File: src/rtl/ppio_pkg.sv
package ppio_pkg;
   localparam int unsigned BYTE_W = 8;
   localparam int unsigned NPORT  = 3;

   typedef enum logic [1:0] {
      OFS_A   = 2'd0,
      OFS_B   = 2'd1,
      OFS_C   = 2'd2,
      OFS_CTL = 2'd3
   } ofs_e;

   // control word bit positions
   localparam int unsigned CFG_BIT  = 7;
   localparam int unsigned A_IN_BIT = 4;
   localparam int unsigned CH_IN_BIT = 3;
   localparam int unsigned B_IN_BIT = 1;
   localparam int unsigned CL_IN_BIT = 0;

   typedef struct packed {
      logic a_in;
      logic b_in;
      logic ch_in;
      logic cl_in;
   } dir_t;
endpackage

File: src/rtl/ppio_dir_reg.sv
module ppio_dir_reg
   import ppio_pkg::*;
#(
   parameter int unsigned DW = 8
) (
   input  logic          clk,
   input  logic          rst_n,
   input  logic          ctl_wr,
   input  logic [DW-1:0] wdata,
   output dir_t          dir,
   output logic          cfg_cmd
);
   assign cfg_cmd = ctl_wr & wdata[CFG_BIT];

   always_ff @(posedge clk) begin
      if (!rst_n) begin
         dir <= '0;
      end else if (cfg_cmd) begin
         dir.a_in  <= wdata[A_IN_BIT];
         dir.b_in  <= wdata[B_IN_BIT];
         dir.ch_in <= wdata[CH_IN_BIT];
         dir.cl_in <= wdata[CL_IN_BIT];
      end
   end


   nocfg_keep_chk: assert property (@(posedge clk) disable iff (!rst_n)
      (ctl_wr && !wdata[CFG_BIT]) |=> $stable(dir));


   cfg_take_chk: assert property (@(posedge clk) disable iff (!rst_n)
      (ctl_wr && wdata[CFG_BIT]) |=>
         (dir.a_in == $past(wdata[A_IN_BIT]) && dir.cl_in == $past(wdata[CL_IN_BIT])));
endmodule

File: src/rtl/ppio_port_latch.sv
module ppio_port_latch #(
   parameter int unsigned W = 8
) (
   input  logic         clk,
   input  logic         rst_n,
   input  logic         clr,
   input  logic         wr,
   input  logic [W-1:0] wdata,
   output logic [W-1:0] q
);
   always_ff @(posedge clk) begin
      if (!rst_n)   q <= '0;
      else if (clr) q <= '0;
      else if (wr)  q <= wdata;
   end


   latch_load_chk: assert property (@(posedge clk) disable iff (!rst_n)
      (wr && !clr) |=> (q == $past(wdata)));


   latch_clr_chk: assert property (@(posedge clk) disable iff (!rst_n)
      clr |=> (q == '0));
endmodule

File: src/rtl/ppio_rd_mux.sv
module ppio_rd_mux
   import ppio_pkg::*;
#(
   parameter int unsigned DW = 8,
   parameter int unsigned NP = 3
) (
   input  logic [1:0]       ofs,
   input  logic [NP*DW-1:0] lat,
   input  logic [NP*DW-1:0] pins,
   input  logic [NP*DW-1:0] oe,
   output logic [DW-1:0]    rdata
);
   logic [NP*DW-1:0] mix;

   assign mix = (lat & oe) | (pins & ~oe);

   always_comb begin
      rdata = '0;
      for (int p = 0; p < NP; p++) begin
         if (ofs == 2'(p)) rdata = mix[p*DW +: DW];
      end
   end
endmodule

File: src/rtl/ppio_ctrl.sv
module ppio_ctrl
   import ppio_pkg::*;
#(
   parameter int unsigned DW = 8,
   parameter int unsigned NP = 3
) (
   input  logic                clk,
   input  logic                rst_n,
   input  logic [1:0]          bus_addr,
   input  logic                bus_wr,
   input  logic                bus_rd,
   input  logic [DW-1:0]       bus_wdata,
   output logic [DW-1:0]       bus_rdata,
   input  logic [NP*DW-1:0]    pin_in,
   output logic [NP*DW-1:0]    pin_out,
   output logic [NP*DW-1:0]    pin_oe
);
   localparam int unsigned NPIN = NP * DW;
   localparam int unsigned HALF = DW / 2;

   generate
      if (DW != BYTE_W) begin : g_bad_dw
         $error("ppio_ctrl: DW must be 8, the control word layout is fixed");
      end
      if (NP != NPORT) begin : g_bad_np
         $error("ppio_ctrl: NP must be 3");
      end
   endgenerate

   dir_t        dir;
   logic        cfg_cmd;
   logic        ctl_wr;
   logic [DW-1:0] rd_next;

   assign ctl_wr = bus_wr && (bus_addr == OFS_CTL);

   ppio_dir_reg #(.DW(DW)) i_dir (
      .clk     (clk),
      .rst_n   (rst_n),
      .ctl_wr  (ctl_wr),
      .wdata   (bus_wdata),
      .dir     (dir),
      .cfg_cmd (cfg_cmd)
   );

   genvar gp;
   generate
      for (gp = 0; gp < NP; gp++) begin : g_port
         ppio_port_latch #(.W(DW)) i_lat (
            .clk   (clk),
            .rst_n (rst_n),
            .clr   (cfg_cmd),
            .wr    (bus_wr && (bus_addr == 2'(gp))),
            .wdata (bus_wdata),
            .q     (pin_out[gp*DW +: DW])
         );
      end
   endgenerate

   assign pin_oe[DW-1:0]            = {DW{~dir.a_in}};
   assign pin_oe[2*DW-1:DW]         = {DW{~dir.b_in}};
   assign pin_oe[2*DW+HALF-1:2*DW]  = {HALF{~dir.cl_in}};
   assign pin_oe[NPIN-1:2*DW+HALF]  = {HALF{~dir.ch_in}};

   ppio_rd_mux #(.DW(DW), .NP(NP)) i_rmux (
      .ofs   (bus_addr),
      .lat   (pin_out),
      .pins  (pin_in),
      .oe    (pin_oe),
      .rdata (rd_next)
   );

   always_ff @(posedge clk) begin
      if (!rst_n)      bus_rdata <= '0;
      else if (bus_rd) bus_rdata <= rd_next;
   end


   ctl_read_zero_chk: assert property (@(posedge clk) disable iff (!rst_n)
      (bus_rd && bus_addr == OFS_CTL) |=> (bus_rdata == '0));


   in_port_store_chk: assert property (@(posedge clk) disable iff (!rst_n)
      (bus_wr && bus_addr == OFS_A && dir.a_in) |=> (pin_out[DW-1:0] == $past(bus_wdata)));


   oe_cfg_chk: assert property (@(posedge clk) disable iff (!rst_n)
      (ctl_wr && bus_wdata[CFG_BIT]) |=> (pin_oe[DW] == !$past(bus_wdata[B_IN_BIT])));


   reset_chk: assert property (@(posedge clk)
      !rst_n |=> (pin_oe == '1 && pin_out == '0));
endmodule

File: config.mk
export PLATFORM = sky130hd
export DESIGN_NAME = ppio_ctrl
export DESIGN_NICKNAME = d
export VERILOG_FILES = /design/src/rtl/ppio_pkg.sv /design/src/rtl/ppio_dir_reg.sv /design/src/rtl/ppio_port_latch.sv /design/src/rtl/ppio_rd_mux.sv /design/src/rtl/ppio_ctrl.sv
export SDC_FILE = /design/constraint.sdc
export NUM_CORES = 1
export LEC_CHECK = 0
export ABC_AREA = 1
export ABC_CLOCK_PERIOD_IN_PS = 1500
export BUFFER_PORTS_ARGS = -buffer_cell sky130_fd_sc_hd__buf_2
export CAP_MARGIN = 10
export CORE_MARGIN = 2
export CORE_UTILIZATION = 45
export CTS_CLUSTER_DIAMETER = 80
export DETAILED_ROUTE_END_ITERATION = 8
export GPL_TIMING_DRIVEN = 0
export PLACE_DENSITY = 0.76
export SLEW_MARGIN = 20
export SYNTH_ARGS = -nofsm -noshare
export SYNTH_HDL_FRONTEND = slang
export SYNTH_SLANG_ARGS = --single-unit
File: constraint.sdc
create_clock -name clk -period 1.5 [get_ports clk]
set_input_delay 0.3 -clock clk [delete_from_list [all_inputs] [get_ports clk]]
set_output_delay 0.3 -clock clk [all_outputs]
set_load 0.05 [all_outputs]
# ---- Word level (Yosys, flattened, before mapping)
# Cells that the tools add are included.
dict set report op_classes {
  n_bitwise 10
  mux 3
  eq_ne 3
  n_reduce_logical 6
}
# op count
set ops {}
lappend ops {{$and 24x24->24} 2}
lappend ops {{$mux 8} 3}
lappend ops {{$not 24->24} 1}
lappend ops {{$or 24x24->24} 1}
lappend ops {{$not 1->1} 5}
lappend ops {{$eq 2x2->1 const B} 2}
lappend ops {{$logic_and 1x1->1} 4}
lappend ops {{$eq 2x1->1 const B} 1}
lappend ops {{$logic_not 2->1} 1}
lappend ops {{$reduce_or 2->1} 1}
lappend ops {{$and 1x1->1} 1}
dict set report word_totals {
  input_bits 38
  word_cells 30
  regBits 36
  out_inout_bits 56
}

# ---- Depth between registers and ports, before layout
# Gate-level depths: netlist of run 1.
dict set report logic_depth {
  ltp_word 7
  depth_mapped 8
}

# ---- Cells and area by module
# From an unflattened synthesis of run 1, not the netlist that was laid out.
dict set report unflattened {
  cells_unflattened 361
  hier_area_um2 2143.3
}
# module n_inst cells_per_inst area_each_um2
set by_module_without_submodules {}
lappend by_module_without_submodules {ppio_port_latch 3 36 282.8}
lappend by_module_without_submodules {ppio_rd_mux 1 145 576.8}
lappend by_module_without_submodules {ppio_ctrl 1 82 553.0}
lappend by_module_without_submodules {ppio_dir_reg 1 26 165.2}

# ---- Worst setup path after synthesis of run 1
# No wires, ideal clock.
dict set report synth_path {
  kind {reg-to-output}
  startpoint {reg, netlist name i_dir.dir[2]}
  endpoint {out pin_oe[10]}
  t_arrival_ps 1410
  path_stages_with_launch 4
  required_ps 1200
  slack_ps -210
  cell_sequence {dfxtp_1 buf_2 clkinv_1 buf_4}
}
dict set report synth_between {
  elab_chain_cells 1
}
# item line
set synth_lines {}
lappend synth_lines {{$not 1->1} ppio_ctrl.sv:61} ;# assign pin_oe[2*DW-1:DW] = {DW{~dir.b_in}};
lappend synth_lines {{to (decl)} ppio_ctrl.sv:16} ;# output logic [NP*DW-1:0] pin_oe
# Every way passes these cells.

# ---- Final worst setup path of run 1
dict set report layout_path {
  startpoint {reg, netlist name i_dir.dir[3]}
  endpoint {out pin_oe[4]}
}
dict set report layout_between {
  elab_chain_cells 1
}
# item line
set layout_lines {}
lappend layout_lines {{$not 1->1} ppio_ctrl.sv:60} ;# assign pin_oe[DW-1:0] = {DW{~dir.a_in}};
# Every way passes these cells.

==> run metrics, run 1 <==
routed wire length 6.03 mm; placed wire-length estimate after detailed placement approximately 4.4 mm; count of buffer and inverter cells on the critical path 4; All-Layer GR Usage 24.4%; pin count of the biggest net entering global routing 17; post-route clock skew around 0.0043 ns; clock input transition at the sequential cells of the worst setup and hold paths around 0.080 ns; most frequent standard cell in the layout excluding fill and tap cells sky130_fd_sc_hd__nand2_1; most frequent cells in the layout sky130_fd_sc_hd__nand2_1, sky130_fd_sc_hd__buf_2, sky130_fd_sc_hd__dfxtp_1; critical path capture point type output pin; Max Clock Freq between 600 and 700 MHz; Die Ht 69.9 µm; reg-to-reg setup timing slack 0.42 ns; starting DRC count in detailed routing 252; number of buffers created by CTS 5; Avg Inst Size Synth about 6.3 µm²; Req. time, crit path roughly 1.2 ns; actual slew at the worst max-slew pin 0.440 ns; Netlist cell types 16; Antenna Cells 0; placed cell area 2490 µm²; Final Wtd Congestion a little over 0.9; count of final setup violators 0; maximum root-to-sink buffer count 2; synthesis warning total 0; post-layout min period 1.47 ns; net count reported at finish 452; category of cells accounting for the largest share of critical-path delay buffers and inverters; r2r startpoint i_dir.dir[3]; detail-routed via count per cell 4.87; net count after synthesis 348; post-synthesis cell count 310; via total after detailed routing 2263; run status completed; Core Footprint 4090 µm²; launch instance of the worst min-delay path bus_wdata[5]; Hold Violations, Final 0; type of the most critical hold path primary input to flip-flop; launch point of the worst path i_dir.dir[3]; Initial Util 47.9%; Clk Tree Root Cell sky130_fd_sc_hd__clkbuf_8; number of nets with antenna violations after routing 0; Critical Path Slowest Stage Cell sky130_fd_sc_hd__dfxtp_1; Top-Level Pins 94; Tcrit/Tclk final 97.9%; Site Rows 23; port buffer count 93; die width 69.9 µm; largest voltage drop on the vdd net roughly 520 µV; maximum net fanout on the critical path 16; max-cap viol count 0; number of global-route vias before repair around 2000; Setup crit start kind flip-flop; worst setup path class flip-flop to output pin; wire length of the first global-routing pass 9.66 mm; Relative slew margins 70.6%; count of pins over their slew limit 0; sequential element share of the synthesized area 36.8%; Arr. time, crit path approximately 1.2 ns; number of synthesized register bits 36; Layout Utilization 65.3%; CTS tree yes; DRC viols 0; static leakage power 0.00139 µW; power density of the placed cells 863 nW/µm²; share of post-route cells with drive strength above 1 34.9%; CTS H-Tree Depth 2; overflow left after global routing 0; fin area roughly 2700 µm²; antenna violations before repair 0; routed wire length per instance 13.0 µm; synthesis-to-finish area growth 36.3%; clock sink count 36; number of iterations in the first detailed-routing pass 4; cells traversed along the worst timing path buf_6 -> clkinv_8 -> buf_4 -> clkbuf_4; later-pin clock latency in the skew report 0.29 ns; Syn Std Cell Area 1960 µm²; floorplan die area between 4000 and 5000 µm²; maximum cell stage delay along the critical path 0.33 ns
## registers in the layout, summed over array words and instances, names as in the netlist
register and flops:
bus_rdata 8, g_port.i_lat.q 24, i_dir.dir 4
## cells in the mapped netlist (all sizes together)
cell / count / area share [%]
nand2: 132 / 26
dfxtp: 36 / 37
buf: 27 / 10
nor2: 27 / 6.3
a21oi: 24 / 6.1
nand3: 24 / 6.1
inv: 22 / 4.2
o21ai: 12 / 3.1
clkbuf: 3 / 0.58
clkinv: 2 / 0.38
nand4: 1 / 0.64
## through the flow
stage	hold slack, ns	setup TNS [ns]	cells	total power [µW]	worst slack (ns)
after floorplan	0.442	0	310	1410	0.145
after global placement	0.463	0	453	1570	0.106
after detailed placement	0.468	0	453	1570	0.102
after CTS	0.294	0	461	2290	0.00303
after global routing	0.303	-0.00590	465	2390	-0.00430
final	0.294	0	465	2300	0.0319
## metal layers
metal  track usage [%]  vias up  share of wire [%]
met3              4.76       13                7.0
li1                  -     1152                  -
met2              36.5       98                 44
met1              35.7     1000                 47
met5                 0        -                  0
met4              6.62        0                1.9
## path summary, 6_finish.rpt
check	end	cells after the start
hold / removal	g_port[0].i_lat.q[5]	3
setup reg to reg	bus_rdata[2]	7
hold reg to reg	g_port[2].i_lat.q[6]	2
setup / recovery	pin_oe[4]	4
## power by group
part / internal, µW / switching [µW]
clock network: 375 / 351
logic: 169 / 389
registers: 992 / 25.1
total: 1540 / 765
## layout make-up
class                      instances  area [µm²]
buffer                            30         221
inverter                          24         115
tap                               50        62.6
fill                             380        1420
clock buffer                       8        90.1
multi-input combinational        220         937
sequential                        36         723
timing repair buffer              97         518
## worst reg2reg max path, delay by kind of cell (launching register included)
family / cells / cell delay (ns)
flip-flops: 1 / 0.33
buffers and inverters: 2 / 0.27
AND/OR/NAND/NOR: 5 / 0.37
## cell families after synthesis
kind of cell	after synthesis	synth area share, %
compound gates	36	9.21
flops	36	36.8
buf+inv	54	15.3
simple gates	184	38.7
## timing repair
item | in CTS | in global routing
gates resized for setup | 13 | 14
cloned | 0 | 0
hold buffers | 0 | 0
buffers inserted | 0 | 4
setup endpoints to repair | 22 | 17
(Power assumes the default switching activity.)
==> inputs of run 2 (changes only) <==
--- a/config.mk
+++ b/config.mk
@@ -14,8 +14,9 @@
 export CTS_CLUSTER_DIAMETER = 80
 export DETAILED_ROUTE_END_ITERATION = 8
 export GPL_TIMING_DRIVEN = 0
-export PLACE_DENSITY = 0.76
+export PLACE_DENSITY = 0.75
 export SLEW_MARGIN = 20
 export SYNTH_ARGS = -nofsm -noshare
 export SYNTH_HDL_FRONTEND = slang
+export SYNTH_HIERARCHICAL = 1
 export SYNTH_SLANG_ARGS = --single-unit
==> run metrics, run 2 <==
run status completed; capture endpoint of the worst hold path bus_rdata[5]; CTS tree yes; Largest register FFs 24; Max Clock Freq 675 MHz; power density of the placed cells between 700 and 800 nW/µm²; net count after synthesis about 400; count of final setup violators 0; placed wire-length estimate after detailed placement around 4.2 mm; Async SR Flop Fraction 0%; All-Layer GR Usage 22.7%; total power 2330 µW; maximum net fanout on the critical path 5; fraction of power consumed by combinational cells roughly 26%; Syn Std Cell Area 2140 µm²; ranking of synthesized cells by instance count sky130_fd_sc_hd__nand2_1, sky130_fd_sc_hd__inv_1, sky130_fd_sc_hd__dfxtp_1, sky130_fd_sc_hd__a21oi_1, sky130_fd_sc_hd__nor2_1; Setup crit start kind flip-flop; number of global-route vias before repair 1992; detail-routed via count per cell 4.45; Req. time, crit path 1.20 ns; count of pins over their slew limit 0; port buffer count 92; share of post-route cells with drive strength above 1 between 30% and 40%; cells traversed along the worst timing path clkinvlp_4 -> buf_4 -> buf_6; setup TNS 0 ns; Post-Place Cells about 510; count of hold-fix buffers inserted at cts 0; category of cells accounting for the largest share of critical-path delay buffers and inverters; number of nets with antenna violations after routing 0; most frequent standard cell in the layout excluding fill and tap cells sky130_fd_sc_hd__nand2_1; via total after detailed routing around 2300; synthesis-to-finish area growth 38.9%; post-synthesis cell count 361; post-route clock skew 0.00360 ns; hold path depth 4; Antenna Cells 0; count of buffer and inverter cells on the critical path 3; Relative slew margins 75.7%; overflow left after global routing 0; largest registers ranked by flip-flop count g_port.i_lat/q x24, bus_rdata x8, i_dir/dir x4; cell types with the largest area share after synthesis sky130_fd_sc_hd__dfxtp_1, sky130_fd_sc_hd__nand2_1, sky130_fd_sc_hd__inv_1; critical path capture point type output pin; terminus of the critical flop-to-flop path bus_rdata[0]; maximum root-to-sink buffer count 2; static leakage power 0.00178 µW; max-cap viol count 0; sw power 779 µW; antenna violations before repair 0; Clk Tree Root Cell sky130_fd_sc_hd__clkbuf_8; Netlist cell types 13; net count reported at finish slightly above 500; length in cells of the worst reg-to-reg path 11; clock sink count 36; maximum cell stage delay along the critical path 0.40 ns; clock input transition at the sequential cells of the worst setup and hold paths 0.07 ns; launch instance of the worst min-delay path bus_rd; routed wire length 5.81 mm; setup repair after global routing missed its margin true; type of the most critical hold path primary input to flip-flop; sequential element share of the synthesized area 33.6%; dominant cell type by area after synthesis sky130_fd_sc_hd__dfxtp_1; die width roughly 73 µm; Sequential Power Share 43.6%; starting DRC count in detailed routing 124; Arr. time, crit path 1.18 ns; routed wire length per instance 11.0 µm; number of iterations in the first detailed-routing pass 4; net switching share of the total power 33.4%; internal power around 1600 µW; number of buffers created by CTS 5; synthesis warning total 6; number of synthesized register bits 36; pin count of the biggest net entering global routing 13; Initial Util between 40 and 50%; later-pin clock latency in the skew report 0.29 ns; Avg Inst Size Synth between 5 and 6 µm²; most used standard cell by instance count after synthesis sky130_fd_sc_hd__nand2_1; worst setup path class flip-flop to output pin; Die Ht around 73 µm; Core Footprint 4660 µm²; clock share of power 30.7%; actual slew at the worst max-slew pin 0.364 ns; EDFF count, synth 0; CTS H-Tree Depth 2; floorplan die area 5330 µm²; Critical Path Slowest Stage Cell sky130_fd_sc_hd__dfxtp_4; largest voltage drop on the vdd net between 500 and 600 µV; wire length of the first global-routing pass 9.16 mm; r2r startpoint i_dir/dir[3]; largest register by flop count g_port.i_lat/q; reg-to-reg setup timing slack approximately 0.08 ns; post-layout min period 1.48 ns; Tcrit/Tclk final 98.8%; Top-Level Pins 94; number of fillers in the final layout 432; most frequent cells in the layout sky130_fd_sc_hd__nand2_1, sky130_fd_sc_hd__buf_2, sky130_fd_sc_hd__inv_1; area share of the largest cell type after synthesis 33.6%; top_reg_cell synth sky130_fd_sc_hd__dfxtp_1; Site Rows 25; Final Instance Count excl. Fillers 527; Hold Violations, Final 0; DRC viols 0; launch point of the worst path i_dir/dir[3]; Final Wtd Congestion 0.873
run 2: cell types whose count changed in the layout (fill, tap and decap cells not counted), sizes merged:
cell      before  now
nor3           0    4
nand3         24   20
buf          123  120
o21ai         12    0
clkinvlp       0    6
nand2        132  148
inv           22   74
nand4          1    0
run 2: area by class of cell:
type	count	area [µm²]	share of cell area, %
multi-input cells	223	927	31.1
plain buffers	26	229	7.69
repair buffers	100	609	20.5
flip-flops and latches	36	728	24.5
repair inverters	4	30.0	1.01
well taps	54	67.6	2.27
clock inverters	2	10.0	0.336
inverters	76	293	9.84
clock buffers	6	82.6	2.77
run 2: per-stage QoR:
step                      setup WS, ns  hold slack [ns]  utilization, %  area [µm²]
final                           0.0178            0.274            63.9        2980
after global routing           -0.0442            0.277            63.9        2980
after CTS                      0.00341            0.263            61.9        2890
after detailed placement      -0.00593            0.460            57.5        2680
after global placement          0.0311            0.453            57.5        2680
after floorplan                 0.0623            0.420               -        2150
run 2: layer usage:
layer,global-route usage [%],part of all wire [%],up-vias
li1,-,-,1259
met1,28.1,44,1003
met2,38.8,50,79
met3,5.66,5.9,2
met4,6.17,0.40,0
met5,0,0,-
run 2: worst max path at each step:
stage	to	slack, ns	depth (start not counted)
2_1_floorplan	pin_oe[10]	0.06	2
3_3_place_gp	g_port[2].i_lat/q[0]	0.03	8
3_5_place_dp	g_port[2].i_lat/q[0]	-0.006	8
4_1_cts	pin_oe[10]	0.003	3
5_1_grt	bus_rdata[3]	-0.04	11
6_report	pin_oe[3]	0.02	3
run 2: power groups by stage:
stage / sequential, µW / clock [µW] / combinational, µW
3_3_place_gp: 1040 / 0 / 555
6_report: 1020 / 716 / 600
2_1_floorplan: 1150 / 0 / 289
5_1_grt: 1020 / 767 / 651
3_5_place_dp: 1040 / 0 / 560
4_1_cts: 1020 / 735 / 580
run 2: tightest hold or removal path: cells and delay by family:
family                 cells  cell delay, ns
buffers and inverters      1            0.10
and+or+nand+nor            3            0.13
run 2: what timing repair did:
action                                  CTS  global route
buffers inserted                          6             2
endpoints found under the setup margin   23            28
endpoints found under the hold margin     0             0
pin swaps                                 0             1
gates cloned                              4             0
resized for setup                        20            31
run 2: cells by family after synthesis:
logic type,count (synthesis),synth area share (%)
and+or+nand+nor,199,37.0
AOI/OAI and AO/OA,24,5.60
buffers and inverters,102,23.8
DFF,36,33.6
==> inputs of run 3 (changes only) <==
--- a/config.mk
+++ b/config.mk
@@ -9,7 +9,6 @@
 export ABC_CLOCK_PERIOD_IN_PS = 1500
 export BUFFER_PORTS_ARGS = -buffer_cell sky130_fd_sc_hd__buf_2
 export CAP_MARGIN = 10
-export CORE_MARGIN = 2
 export CORE_UTILIZATION = 45
 export CTS_CLUSTER_DIAMETER = 80
 export DETAILED_ROUTE_END_ITERATION = 8
==> run metrics, run 3 (same netlist as run 2, synthesis figures left out) <==
most frequent cells in the layout sky130_fd_sc_hd__nand2_1, sky130_fd_sc_hd__buf_2, sky130_fd_sc_hd__inv_1; Hold Violations, Final 0; Final Instance Count excl. Fillers 520; DRC viols 8; number of buffers created by CTS 5; wire length of the first global-routing pass between 9 and 10 mm; most frequent standard cell in the layout excluding fill and tap cells sky130_fd_sc_hd__nand2_1; Arr. time, crit path 1.20 ns; critical path capture point type output pin; largest registers ranked by flip-flop count g_port.i_lat/q x24, bus_rdata x8, i_dir/dir x4; number of fillers in the final layout roughly 450; failing checks DRC, setup timing; Post-Place Cells 505; via total after detailed routing 2379; static leakage power 0.00174 µW; placed wire-length estimate after detailed placement between 4 and 5 mm; net count reported at finish 505; pin count of the biggest net entering global routing 13; antenna violations before repair 0; count of final setup violators 1; share of post-route cells with drive strength above 1 31.4%; run status finished, violations left; CTS tree yes; length in cells of the worst reg-to-reg path 10; power density of the placed cells slightly below 800 nW/µm²; r2r startpoint i_dir/dir[3]; worst setup path class flip-flop to output pin; starting DRC count in detailed routing 165; Tcrit/Tclk final 100%; post-route clock skew 0.00381 ns; CP endpoint pin_oe[10]; maximum root-to-sink buffer count 2; clock sink count 36; later-pin clock latency in the skew report 0.28 ns; Max Clock Freq approximately 670 MHz; post-layout min period 1.50 ns; reg-to-reg setup timing slack 0.17 ns; number of iterations in the first detailed-routing pass 6; number of nets with antenna violations after routing 0; Final Wtd Congestion 0.846; Die Ht around 71 µm; Top-Level Pins 94; routed wire length 6.05 mm; number of global-route vias before repair 2089; CTS H-Tree Depth 2; overflow left after global routing 0; Clk Tree Root Cell sky130_fd_sc_hd__clkbuf_8; Hold Slack between 0.2 and 0.3 ns; Initial Util a little under half; routed wire length per instance 11.6 µm; Core Footprint 4470 µm²; launch point of the worst path i_dir/dir[2]; total power 2320 µW; Setup crit start kind flip-flop; terminus of the critical flop-to-flop path bus_rdata[6]; Relative slew margins between 60 and 70%; detail-routed via count per cell 4.58; Req. time, crit path around 1.2 ns; maximum net fanout on the critical path 6; setup repair after global routing missed its margin true; largest register by flop count g_port.i_lat/q; Antenna Cells 0; floorplan die area 5040 µm²; Largest register FFs 24; largest voltage drop on the vdd net 503 µV; count of pins over their slew limit 0; Site Rows 24; All-Layer GR Usage 24.1%; max-cap viol count 0; synthesis-to-finish area growth 36.8%; Worst Slack Setup Final -0.00290 ns; type of the most critical hold path primary input to flip-flop; die width 71.0 µm; port buffer count 92; actual slew at the worst max-slew pin 0.453 ns; clock input transition at the sequential cells of the worst setup and hold paths 0.07 ns
## run 3: changes by cell type in the layout (fill, tap and decap cells not counted)
cell	delta
sky130_fd_sc_hd__clkbuf_1	+2
sky130_fd_sc_hd__buf_2	+2
sky130_fd_sc_hd__inv_1	+1
sky130_fd_sc_hd__clkbuf_4	-3
sky130_fd_sc_hd__buf_6	+6
sky130_fd_sc_hd__buf_4	-9
sky130_fd_sc_hd__inv_2	-2
sky130_fd_sc_hd__clkinv_2	-2
sky130_fd_sc_hd__buf_8	-1
sky130_fd_sc_hd__clkinvlp_4	+1
sky130_fd_sc_hd__nand3_2	-3
sky130_fd_sc_hd__nand3_1	+3
## run 3: critical path, stage by stage, from the launching register on
cell                         delay, ns
sky130_fd_sc_hd__dfxtp_4          0.41
sky130_fd_sc_hd__clkinvlp_4       0.18
sky130_fd_sc_hd__buf_4            0.18
sky130_fd_sc_hd__buf_6            0.14
## run 3: timing repair
action / CTS / global route
setup endpoints to repair: 23 / 24
buffers inserted: 2 / 1
hold buffers: 0 / 0
endpoints found under the hold margin: 0 / 0
cloned: 4 / 0
gates resized for setup: 20 / 26
## run 3: through the flow
stage	setup TNS, ns	instance area, µm²	worst slack, ns	util (%)
after CTS	0	2850	0.000584	63.7
after detailed placement	-1.05	2680	-0.0781	59.8
after floorplan	0	2150	0.0623	-
after global placement	0	2680	0.0142	59.8
final	-0.00290	2930	-0.00290	65.5
after global routing	-0.252	2930	-0.0295	65.5
## run 3: worst min-delay path by stage
stage | from | end | cells past startpoint
floorplan | rst_n | i_dir/dir[0] | 2
global placement | bus_rdata[6] | bus_rdata[6] | 2
detailed placement | bus_rdata[5] | bus_rdata[5] | 2
CTS | bus_rd | bus_rdata[2] | 4
global route | bus_wdata[6] | g_port[1].i_lat/q[6] | 3
finish | bus_rd | bus_rdata[2] | 4
## run 3: final cells by class
| type | count | area (µm²) | area share, % |
|---|---|---|---|
| inverter | 76 | 297 | 10.1 |
| clock buffer | 8 | 90.1 | 3.07 |
| timing repair inverter | 4 | 30.0 | 1.02 |
| multi-input combinational | 223 | 912 | 31.1 |
| buffer | 26 | 233 | 7.94 |
| sequential | 36 | 728 | 24.8 |
| timing repair buffer | 95 | 578 | 19.7 |
| tap | 52 | 65.1 | 2.22 |
## run 3: routing by layer
layer | vias to the layer above | track usage, % | share of wire [%]
li1 | 1249 | - | -
met5 | - | 0 | 0
met3 | 9 | 3.70 | 7.1
met1 | 1031 | 31.1 | 44
met4 | 0 | 8.44 | 1.6
met2 | 90 | 41.0 | 48
## run 3: power by group
part	leakage, µW	internal [µW]	switching (µW)
Clock	0.0000455	375	333
Combinational	0.00140	193	403
Sequential	0.000295	991	28.0
